--- config.mk ---
export PLATFORM = sky130hd
export DESIGN_NAME = tod_counter
export DESIGN_NICKNAME = d
export VERILOG_FILES = /design/src/rtl/tod_pkg.sv /design/src/rtl/tick_gen.sv /design/src/rtl/bcd_digit.sv /design/src/rtl/sixty_field.sv /design/src/rtl/hour_field.sv /design/src/rtl/tod_counter.sv
export SDC_FILE = /design/constraint.sdc
export NUM_CORES = 1
export LEC_CHECK = 0
export ABC_AREA = 1
export BUFFER_PORTS_ARGS = -buffer_cell sky130_fd_sc_hd__buf_2
export CAP_MARGIN = 20
export CORE_MARGIN = 3
export CORE_UTILIZATION = 45
export CTS_CLUSTER_SIZE = 25
export DETAILED_ROUTE_END_ITERATION = 16
export PLACE_DENSITY_LB_ADDON = 0.05
export SETUP_SLACK_MARGIN = 0.02
export SLEW_MARGIN = 25
export SYNTH_ARGS = -nofsm -noshare
export SYNTH_HDL_FRONTEND = slang
export SYNTH_SLANG_ARGS = --single-unit
export TNS_END_PERCENT = 20
--- constraint.sdc ---
create_clock -name clk -period 2 [get_ports clk]
set_input_delay 0.2 -clock clk [delete_from_list [all_inputs] [get_ports clk]]
set_output_delay 0.2 -clock clk [all_outputs]
set_load 0.01 [all_outputs]
--- src/rtl/tod_pkg.sv ---
// Package: shared digit type and field limits for the time-of-day counter.
// Assumes every digit fits in 4 bits, holding a plain binary value 0..9.
package tod_pkg;

    localparam int DIGIT_W = 4;

    typedef logic [DIGIT_W-1:0] bcd_t;

    // Terminal values of each digit position
    localparam int ONES_MAX     = 9;
    localparam int TENS60_MAX   = 5;
    localparam int HR_TENS_MAX  = 2;
    localparam int HR_ONES_LAST = 3;  // hours-ones wraps here when tens is at its max

    // Number of sixty-count fields (seconds, minutes)
    localparam int N_SIXTY = 2;

endpackage

--- src/rtl/tick_gen.sv ---
// Module: tick_gen
// Divides the system clock down to a one-cycle strobe, issued every
// TICK_LIMIT+1 cycles. Assumes TICK_LIMIT >= 1. The synchronous active-low
// clear restarts the count at zero.
module tick_gen #(
    parameter int unsigned TICK_LIMIT = 999_999
) (
    input  logic clk,
    input  logic clr_n,
    output logic tick
);

    localparam int CW = (TICK_LIMIT < 2) ? 1 : $clog2(TICK_LIMIT + 1);
    localparam logic [CW-1:0] LAST = CW'(TICK_LIMIT);

    logic [CW-1:0] cnt;

    // Free-running count from 0 to LAST, restarted by the clear
    always_ff @(posedge clk) begin
        if (!clr_n) begin
            cnt <= '0;
        end else if (cnt == LAST) begin
            cnt <= '0;
        end else begin
            cnt <= cnt + 1'b1;
        end
    end

    // Strobe while the count sits at its terminal value
    always_comb begin
        tick = (cnt == LAST);
    end


    tick_single_chk: assert property (@(posedge clk) disable iff (!clr_n)
        tick |=> !tick);


    cnt_limit_chk: assert property (@(posedge clk) disable iff (!clr_n)
        cnt <= LAST);

endmodule

--- src/rtl/bcd_digit.sv ---
// Module: bcd_digit
// One decimal digit register. It advances by one when step is high and wraps
// to zero at MAX_VAL, or earlier when force_wrap is high. carry is high when
// the digit wraps on a step. Priority: clear, then step, then terminal value.
module bcd_digit
    import tod_pkg::*;
#(
    parameter int MAX_VAL = 9
) (
    input  logic clk,
    input  logic clr_n,
    input  logic step,
    input  logic force_wrap,
    output bcd_t q,
    output logic carry
);

    localparam bcd_t LAST = bcd_t'(MAX_VAL);

    logic at_wrap;

    // Wrap condition: natural terminal value or an early wrap from outside
    always_comb begin
        at_wrap = (q == LAST) || force_wrap;
        carry   = step && at_wrap;
    end

    // Digit register with clear > step > terminal-value priority
    always_ff @(posedge clk) begin
        if (!clr_n) begin
            q <= '0;
        end else if (step) begin
            if (at_wrap) begin
                q <= '0;
            end else begin
                q <= q + 1'b1;
            end
        end
    end


    hold_chk: assert property (@(posedge clk) disable iff (!clr_n)
        !step |=> $stable(q));


    range_chk: assert property (@(posedge clk) disable iff (!clr_n)
        q <= LAST);


    incr_chk: assert property (@(posedge clk) disable iff (!clr_n)
        (step && (q != LAST) && !force_wrap) |=> (q == $past(q) + 1'b1));


    wrap_chk: assert property (@(posedge clk) disable iff (!clr_n)
        carry |=> (q == '0));

endmodule

--- src/rtl/sixty_field.sv ---
// Module: sixty_field
// A two-digit 00..59 field, used for seconds and for minutes. step advances
// the field by one. carry is high on the step that wraps 59 to 00.
module sixty_field
    import tod_pkg::*;
(
    input  logic clk,
    input  logic clr_n,
    input  logic step,
    output bcd_t ones,
    output bcd_t tens,
    output logic carry
);

    logic ones_carry;

    // Ones digit, 0..9
    bcd_digit #(.MAX_VAL(ONES_MAX)) u_ones (
        .clk        (clk),
        .clr_n      (clr_n),
        .step       (step),
        .force_wrap (1'b0),
        .q          (ones),
        .carry      (ones_carry)
    );

    // Tens digit, 0..5, stepped only by the ones wrap
    bcd_digit #(.MAX_VAL(TENS60_MAX)) u_tens (
        .clk        (clk),
        .clr_n      (clr_n),
        .step       (ones_carry),
        .force_wrap (1'b0),
        .q          (tens),
        .carry      (carry)
    );


    tens_gate_chk: assert property (@(posedge clk) disable iff (!clr_n)
        (ones != bcd_t'(ONES_MAX)) |=> $stable(tens));

endmodule

--- src/rtl/hour_field.sv ---
// Module: hour_field
// The two-digit 00..23 hours field. step advances it by one hour. The ones
// digit wraps early at 3 when the tens digit is 2, and the field then wraps
// from 23 to 00.
module hour_field
    import tod_pkg::*;
(
    input  logic clk,
    input  logic clr_n,
    input  logic step,
    output bcd_t ones,
    output bcd_t tens
);

    logic ones_carry;
    logic tens_carry;
    logic day_end;

    // Early wrap of the ones digit at hour 23
    always_comb begin
        day_end = (tens == bcd_t'(HR_TENS_MAX)) && (ones == bcd_t'(HR_ONES_LAST));
    end

    // Hours ones digit, 0..9 or 0..3 in the twenties
    bcd_digit #(.MAX_VAL(ONES_MAX)) u_ones (
        .clk        (clk),
        .clr_n      (clr_n),
        .step       (step),
        .force_wrap (day_end),
        .q          (ones),
        .carry      (ones_carry)
    );

    // Hours tens digit, 0..2
    bcd_digit #(.MAX_VAL(HR_TENS_MAX)) u_tens (
        .clk        (clk),
        .clr_n      (clr_n),
        .step       (ones_carry),
        .force_wrap (1'b0),
        .q          (tens),
        .carry      (tens_carry)
    );


    day_wrap_chk: assert property (@(posedge clk) disable iff (!clr_n)
        tens_carry |=> ((tens == '0) && (ones == '0)));


    hour_range_chk: assert property (@(posedge clk) disable iff (!clr_n)
        (tens == bcd_t'(HR_TENS_MAX)) |-> (ones <= bcd_t'(HR_ONES_LAST)));

endmodule

--- src/rtl/tod_counter.sv ---
// Module: tod_counter
// Time-of-day counter: a prescaler strobe drives a carry chain of two
// sixty-count fields (seconds, minutes) and one hours field. Every carry is
// gated by the strobe. The synchronous active-low clear zeroes all of it.
module tod_counter
    import tod_pkg::*;
#(
    parameter int unsigned TICK_LIMIT = 999_999
) (
    input  logic clk,
    input  logic clr_n,
    output logic sec_tick,
    output bcd_t sec_ones,
    output bcd_t sec_tens,
    output bcd_t min_ones,
    output bcd_t min_tens,
    output bcd_t hr_ones,
    output bcd_t hr_tens
);

    logic [N_SIXTY:0] chain;
    bcd_t             f_ones [N_SIXTY];
    bcd_t             f_tens [N_SIXTY];

    // One-second strobe
    tick_gen #(.TICK_LIMIT(TICK_LIMIT)) u_tick (
        .clk   (clk),
        .clr_n (clr_n),
        .tick  (sec_tick)
    );

    // The strobe feeds the bottom of the carry chain
    always_comb begin
        chain[0] = sec_tick;
    end

    // Seconds and minutes fields, each stepped by the carry of the one below
    for (genvar i = 0; i < N_SIXTY; i++) begin : g_sixty
        sixty_field u_field (
            .clk   (clk),
            .clr_n (clr_n),
            .step  (chain[i]),
            .ones  (f_ones[i]),
            .tens  (f_tens[i]),
            .carry (chain[i+1])
        );
    end

    // Hours field, stepped by the minute wrap
    hour_field u_hours (
        .clk   (clk),
        .clr_n (clr_n),
        .step  (chain[N_SIXTY]),
        .ones  (hr_ones),
        .tens  (hr_tens)
    );

    // Map the field array onto the named outputs
    always_comb begin
        sec_ones = f_ones[0];
        sec_tens = f_tens[0];
        min_ones = f_ones[1];
        min_tens = f_tens[1];
    end


    clear_chk: assert property (@(posedge clk)
        !clr_n |=> ((sec_ones == '0) && (sec_tens == '0) && (min_ones == '0) &&
                    (min_tens == '0) && (hr_ones == '0) && (hr_tens == '0)));


    quiet_chk: assert property (@(posedge clk) disable iff (!clr_n)
        !sec_tick |=> ($stable(sec_ones) && $stable(min_ones) && $stable(hr_ones)));

endmodule

## Word-level counts from Yosys, hierarchy flattened

Cells that the tools add are included.

- Bitwise logic cells: 1
- Add/sub/neg operators: 7
- Eq/ne operators: 8
- Reduce and logical (&&, ||, !) cells: 8
- Multiplexer cells: 6

Operators by type and width:

| operator | count |
|---|---|
| $add 4x1->4 const B | 6 |
| $mux 4 | 6 |
| $add 20x1->20 const B | 1 |
| $eq 20x20->1 const B | 1 |
| $eq 4x4->1 const B | 3 |
| $eq 4x2->1 const B | 2 |
| $eq 4x3->1 const B | 2 |
| $logic_and 1x1->1 | 6 |
| $reduce_or 2->1 | 1 |
| $logic_or 1x1->1 | 1 |
| $not 1->1 | 1 |

- Register bits: 44
- Word-level logic and storage cells: 37
- Input port bits: 2
- Output and inout port bits: 25

## Logic depth before layout (Yosys ltp)

Gate-level depths: netlist of the first run.

- Depth in word-level cells: 6
- Mapped depth: 11
- Mapped depth without buffers: 11

## Modules after synthesis

A second synthesis of the first run with hierarchy kept.

- Cell total of the unflattened synthesis: 364
- Area, all modules: 2463.6 um2

By module, submodules not included:

| module | instances | area an instance (um2) | cells an instance | sequential area each (um2) |
|---|---|---|---|---|
| tick_gen | 1 | 1097.3 | 165 | 400.4 |
| bcd_digit (g_sixty[0].u_field.u_ones ...) | 3 | 221.5 | 31 | 80.1 |
| bcd_digit (g_sixty[0].u_field.u_tens ...) | 2 | 215.2 | 31 | 80.1 |
| bcd_digit (u_hours.u_tens) | 1 | 221.5 | 32 | 80.1 |
| hour_field | 1 | 42.5 | 10 | 0.0 |
| sixty_field | 2 | 3.8 | 1 | 0.0 |

## Worst setup path after synthesis of the first run

Ideal clock, no wire load.

- Kind: reg-to-reg
- Start: register u_tick.cnt[0]
- End: register u_hours.u_tens.q[1]
- Data required time: 1.885 ns
- Cell stages (with the launch flop): 11
- Arrival: 1.453 ns
- Setup time: 0.115 ns
- Period minus slack after synthesis: 1.568 ns
- Path buffers: 0
- Setup slack: 0.432 ns
- Path through: dfxtp_1 ha_1 nand2_2 nor2_4 nand3_4 nor2_8 nand4_4 nor2_8 nand3_1 nand2_1 nor2_1

- Longest elaborated chain between the ends: 6

Ends and longest elaborated chain:

| what | line | source |
|---|---|---|
| start, declared | tick_gen.sv:16 | `logic [CW-1:0] cnt;` |
| start signal, assigned | tick_gen.sv:25 | `cnt <= cnt + 1'b1;` |
| $eq 20x20->1 | tick_gen.sv:31 | `tick = (cnt == LAST);` |
| named net sec_tick | tod_counter.sv:12 | `output logic sec_tick,` |
| $logic_and 1x1->1 (5 in series) | bcd_digit.sv:25 | `carry = step && at_wrap;` |
| end signal, assigned | bcd_digit.sv:36 | `q <= q + 1'b1;` |
| end, declared | bcd_digit.sv:14 | `output bcd_t q,` |

The timed path passes the listed nets, and every way through them passes these cells.
A chain may end at the register's enable or synchronous reset.

## Worst setup path after layout of the first run

- Start: register u_tick.cnt[0]
- End: output port sec_tick

- Longest elaborated chain between the ends: 1

Ends and longest elaborated chain:

| what | line |
|---|---|
| $eq 20x20->1 | tick_gen.sv:31 |
| end, declared | tod_counter.sv:12 |

Every way passes these cells.

==> results of run 1 <==
-- cell usage in the layout, fill, tap and decap left out, types with 5 or more instances in the layout --
| master | n |
|---|---|
| buf_2 | 26 |
| nand4_1 | 8 |
| nand2_1 | 65 |
| clkbuf_8 | 6 |
| nor3_1 | 5 |
| o21ai_0 | 6 |
| dfxtp_1 | 44 |
| nand3_1 | 25 |
| nor2_1 | 48 |
| nor2_4 | 8 |
| nor2_2 | 6 |
| a21oi_1 | 21 |
| inv_1 | 40 |
| xor2_1 | 9 |
-- flip-flops by register name, summed over array words and instances (netlist names) --
register and count:
u_hours.u_tens.q 4, u_hours.u_ones.q 4, g_sixty.u_field.u_ones.q 8, u_tick.cnt 20, g_sixty.u_field.u_tens.q 8
-- logic make-up (layout without fill, tap and decap cells) --
family,Yosys count,after routing,synth area share [%]
AO/OA/AOI/OAI,34,34,7.52
XOR/XNOR,11,11,4.02
adder cells (fa/ha/maj),3,3,1.57
buffers and inverters,48,81,7.62
flip-flops,44,44,36.7
AND/OR/NAND/NOR,190,190,42.5
-- cells in the mapped netlist, types with 4 or more instances --
cell,n,area share [%]
nor3_1,5,1.0
a21oi_1,21,4.4
xor2_1,9,3.3
o21ai_0,6,1.3
nor2_4,7,3.3
dfxtp_1,44,37
nand2_2,4,1.0
inv_2,4,0.63
inv_1,40,6.3
nand2_1,65,10
nand3_1,25,5.2
nand4_1,8,2.1
nor3b_1,4,1.3
nor2_2,7,1.8
nor2_1,48,7.5
-- per-stage QoR --
stage,cell area (sq um),setup WS [ns]
4_1_cts,2710,0.214
3_3_place_gp,2610,0.247
3_5_place_dp,2610,0.225
6_report,2710,0.236
2_1_floorplan,2400,0.432
5_1_grt,2710,0.0497
-- report_power, final --
part	total (uW)	switching [uW]	leakage, uW	internal (uW)
Sequential	885	4.42	0.000355	880
Combinational	37.6	26.0	0.000711	11.6
Clock	584	303	0.0000445	281
-- worst max-delay path by stage --
stage,slack [ns],from,end,depth (start not counted)
2_1_floorplan,0.43,u_tick.cnt[0]$_SDFF_PP0_,u_hours.u_tens.q[1]$_SDFFE_PN0P_,10
5_1_grt,0.05,u_tick.cnt[0]$_SDFF_PP0_,g_sixty[0].u_field.u_tens.q[3]$_SDFFE_PN0N_,10
3_3_place_gp,0.25,u_tick.cnt[0]$_SDFF_PP0_,u_hours.u_ones.q[3]$_SDFFE_PN0P_,10
6_report,0.24,u_tick.cnt[0]$_SDFF_PP0_,sec_tick,6
4_1_cts,0.21,u_tick.cnt[0]$_SDFF_PP0_,u_hours.u_ones.q[3]$_SDFFE_PN0P_,10
3_5_place_dp,0.22,u_tick.cnt[0]$_SDFF_PP0_,u_hours.u_ones.q[3]$_SDFFE_PN0P_,10
-- cell type report --
class	count	area [sq um]
fill	507	2230
multi-input combinational	238	1340
sequential	44	881
inverter	45	169
timing repair buffer	28	145
clock buffer	7	86.3
tap	67	83.8
clock inverter	1	7.51
-- worst max-delay path: stages, from the launching register on --
cell and delay (ns):
dfxtp_1 0.38, ha_1 0.19, nand2_2 0.09, nor2_4 0.14, nand3_4 0.11, nor2_8 0.19, buf_2 0.17
-- per-layer routing --
| metal | wire, um | track usage [%] | share of wire, % | vias to the layer above |
|---|---|---|---|---|
| met5 | 0 | 0 | 0 | - |
| met4 | 38 | 4.64 | 0.78 | 0 |
| met3 | 201 | 3.97 | 4.1 | 5 |
| met2 | 2020 | 25.6 | 42 | 33 |
| met1 | 2600 | 24.3 | 54 | 921 |
| li1 | - | - | - | 1123 |
==> reports/metrics.csv, run 1 <==
metric;value;unit
gr ovfl total;0;
DRC;0;
Setup violations, final;0;
hold slack;0.228;ns
port buffer count;26;
clock buffer depth;2;
final wirelength;4860;um
share of layout cells above drive strength 1;19.3;%
Yosys reg bits;44;
core footprint;4940;sq um
vias per cell;4.84;
DP HPWL;3670;um
Initial Util;48.5;%
antenna-violating nets left;0;
Post-CTS Setup Bufs;0;
DRT Pass-1 Iters;4;
peak supply drop;0.000348;V
Placer Congestion;0.814;
gr usage total;17.0;%
ys flop type;dfxtp_1;
Synth Net Count;335;
Finished Core Util;54.9;%
clock latency on the worst-skew pair;0.29;ns
FP Rows;25;
Mapped Area;2400;sq um
Non-Filler Instances;430;
Max transition margin;74.7;%
vias in the first global route;1947;
CP max FO;9;
outcome;complete, no violations;
FFs w/ async S/R, synth;0;%
fmax;567;MHz
TritonCTS Buffers;5;
Top-Level Pins;27;
Die H;79.0;um
Crit Reg-Reg Endpoint;u_hours.u_tens.q[2]$_SDFFE_PN0P_;
RSZ-0062 raised after global routing;false;
synth-to-layout area growth;13.1;%
CP Class;flop to output port;
Worst Path Arrival;1.56;ns
Die W;79.0;um
Least-Margin Pin Slew;0.379;ns
placed insts;422;
Tot Pwr;1510;uW
CP Capture Type;output port;
Synth Area per Inst;7.26;sq um
Vias;2082;
Post-synth EDFFs;0;
WL/cell;11.3;um
Yosys cell types;35;
Layout Nets;367;
CTS tree;yes;
WHS Path Cells;3;
hold violation count in the final report;0;
# hold bufs at CTS;0;
Setup Skew;0.00907;ns
sum of negative setup slack;0;ns
Hold Path End;g_sixty[0].u_field.u_tens.q[0]$_SDFFE_PN0N_;
startpoint types;flop;
FF-to-FF path depth;10;
DRT iter0 DRCs;98;
Mapped Cells;330;
H-tree levels;2;
max-cap violation count;0;
first-pass GRT wire length;8640;um
max-slew violations;0;
FF-to-FF Start;u_tick.cnt[0]$_SDFF_PP0_;
hold crit path type;input port to flop;
Clock Tree Root;clkbuf_8;
cell area power density;555;nW/um^2
die area;6240;sq um
Leak;0.00111;uW
post-CTS sizing;0;
clock-pin slew of the registers on the worst-case setup and hold paths;0.08;ns
CP required;1.80;ns
# diodes;0;
initial antenna violation count;0;
crit share post-route;88.2;%
Yosys warning count;0;
hold path start;clr_n;
pin count of the biggest net entering global routing;14;
CTS sink cnt;44;
Final min period;1.76;ns
reg-to-reg slack, setup;0.28;ns
Seq/Total Area, Yosys;36.7;%
No activity file was read; power rests on OpenSTA's default activity.
==> inputs of run 2 (changes only) <==
Settings changed: CTS_BUF_LIST set to sky130_fd_sc_hd__clkbuf_2 sky130_fd_sc_hd__clkbuf_4 sky130_fd_sc_hd__clkbuf_8.
==> reports/metrics.csv, run 2 (synthesis gave the netlist of run 1 again) <==
metric;value;unit;change
peak supply drop;0.000361;V;+3.8%
port buffer count;26;;unchanged
core footprint;4940;sq um;unchanged
Top-Level Pins;27;;unchanged
pin count of the biggest net entering global routing;14;;unchanged
Final min period;1.76;ns;+0.000708 ns
TritonCTS Buffers;5;;unchanged
clock latency on the worst-skew pair;0.29;ns;about the same
gr usage total;17.0;%;unchanged
Initial Util;48.5;%;unchanged
CP required;1.80;ns;about the same
sum of negative setup slack;0;ns;unchanged
Die W;79.0;um;unchanged
final wirelength;4850;um;-0.12%
CTS tree;yes;;
max-slew violations;0;;unchanged
hold crit path type;input port to flop;;
DP HPWL;3670;um;unchanged
WL/cell;11.3;um;-0.12%
Setup Skew;0.00947;ns;+0.000398 ns
vias in the first global route;1947;;unchanged
FP Rows;25;;unchanged
crit share post-route;88.2;%;about the same
Clock Tree Root;clkbuf_8;;
max FFs per register;20;;unchanged
H-tree levels;2;;unchanged
initial antenna violation count;0;;unchanged
Worst Path Arrival;1.56;ns;about the same
Largest regs;u_tick.cnt (20), g_sixty.u_field.u_ones.q (8), g_sixty.u_field.u_tens.q (8);;
Layout Nets;367;;unchanged
cell area power density;560;nW/um^2;+0.77%
Placer Congestion;0.814;;unchanged
post-CTS sizing;0;;unchanged
Tot Pwr;1520;uW;+0.91%
RSZ-0062 raised after global routing;false;;
share of layout cells above drive strength 1;19.6;%;+0.28 points
CP Capture Type;output port;;
most frequent cells in the layout;nand2_1, nor2_1, dfxtp_1;;
Non-Filler Instances;430;;unchanged
Setup violations, final;0;;unchanged
# diodes;0;;unchanged
hold violation count in the final report;0;;unchanged
max-cap violation count;0;;unchanged
antenna-violating nets left;0;;unchanged
Finished Core Util;54.9;%;+0.076 points
Vias;2088;;+0.29%
first-pass GRT wire length;8640;um;unchanged
DRT iter0 DRCs;98;;unchanged
Leak;0.00111;uW;+0.31%
clock buffer depth;2;;unchanged
Reg with most FFs;u_tick.cnt;;
Die H;79.0;um;unchanged
die area;6240;sq um;unchanged
gr ovfl total;0;;unchanged
slowest CP cell;dfxtp_1;;
placed insts;422;;unchanged
CP Class;flop to output port;;
CTS sink cnt;44;;unchanged
cell breakdown of the critical path;ha_1 -> nand2_2 -> nor2_4 -> nand3_4 -> nor2_8 -> buf_2;;
startpoint types;flop;;
commonest non-fill, non-tap cell in the layout;nand2_1;;
Post-CTS Setup Bufs;0;;unchanged
CP max FO;9;;unchanged
fmax;567;MHz;about the same
synth-to-layout area growth;13.3;%;
clock-pin slew of the registers on the worst-case setup and hold paths;0.08;ns;about the same
# hold bufs at CTS;0;;unchanged
Least-Margin Pin Slew;0.379;ns;-0.000489 ns
DRT Pass-1 Iters;4;;unchanged
outcome;complete, no violations;;
Max transition margin;74.7;%;about the same
vias per cell;4.86;;+0.29%
DRC;0;;unchanged
Crit path largest cell delay;0.38;ns;about the same
[run 2: worst max-delay path, delay by kind of cell (launching register included)]
family                   cells  cell delay (ns)
adder cells (fa/ha/maj)      1             0.19
AND/OR/NAND/NOR              4             0.53
flip-flops                   1             0.38
buffers and inverters        1             0.17
[run 2: power by group]
group	internal, uW	total (uW)	switching, uW
clock	295	597	303
combinational	11.6	37.6	26.0
sequential	880	885	4.42
[run 2: worst paths after layout]
path / startpoint / end / slack [ns] / depth (start not counted)
setup / recovery: u_tick.cnt[0]$_SDFF_PP0_ / sec_tick / 0.24 / 6
hold / removal: clr_n / g_sixty[0].u_field.u_tens.q[0]$_SDFFE_PN0N_ / 0.23 / 3
setup reg to reg: u_tick.cnt[0]$_SDFF_PP0_ / u_hours.u_tens.q[2]$_SDFFE_PN0P_ / 0.28 / 10
hold reg to reg: u_tick.cnt[19]$_SDFF_PP0_ / u_tick.cnt[19]$_SDFF_PP0_ / 0.47 / 2
[run 2: area by class of cell]
| class | count | area, sq um |
|---|---|---|
| clock buffer | 7 | 90.1 |
| fill | 507 | 2230 |
| tap | 67 | 83.8 |
| inverter | 45 | 169 |
| sequential | 44 | 881 |
| clock inverter | 1 | 7.51 |
| multi-input combinational | 238 | 1340 |
| timing repair buffer | 28 | 145 |
[run 2: metrics by stage]
step | hold WS [ns] | setup slack [ns] | instance area [sq um]
6_report | 0.227 | 0.235 | 2720
5_1_grt | 0.247 | 0.0497 | 2720
4_1_cts | 0.220 | 0.214 | 2710
3_5_place_dp | 0.458 | 0.225 | 2610
3_3_place_gp | 0.447 | 0.247 | 2610
2_1_floorplan | 0.430 | 0.432 | 2400
[run 2: routing by layer]
metal | up-vias | global-route usage [%] | wire length (um)
met5 | - | 0 | 0
met3 | 5 | 3.97 | 207
met4 | 0 | 4.64 | 40
li1 | 1123 | - | -
met2 | 37 | 25.6 | 2010
met1 | 923 | 24.3 | 2600
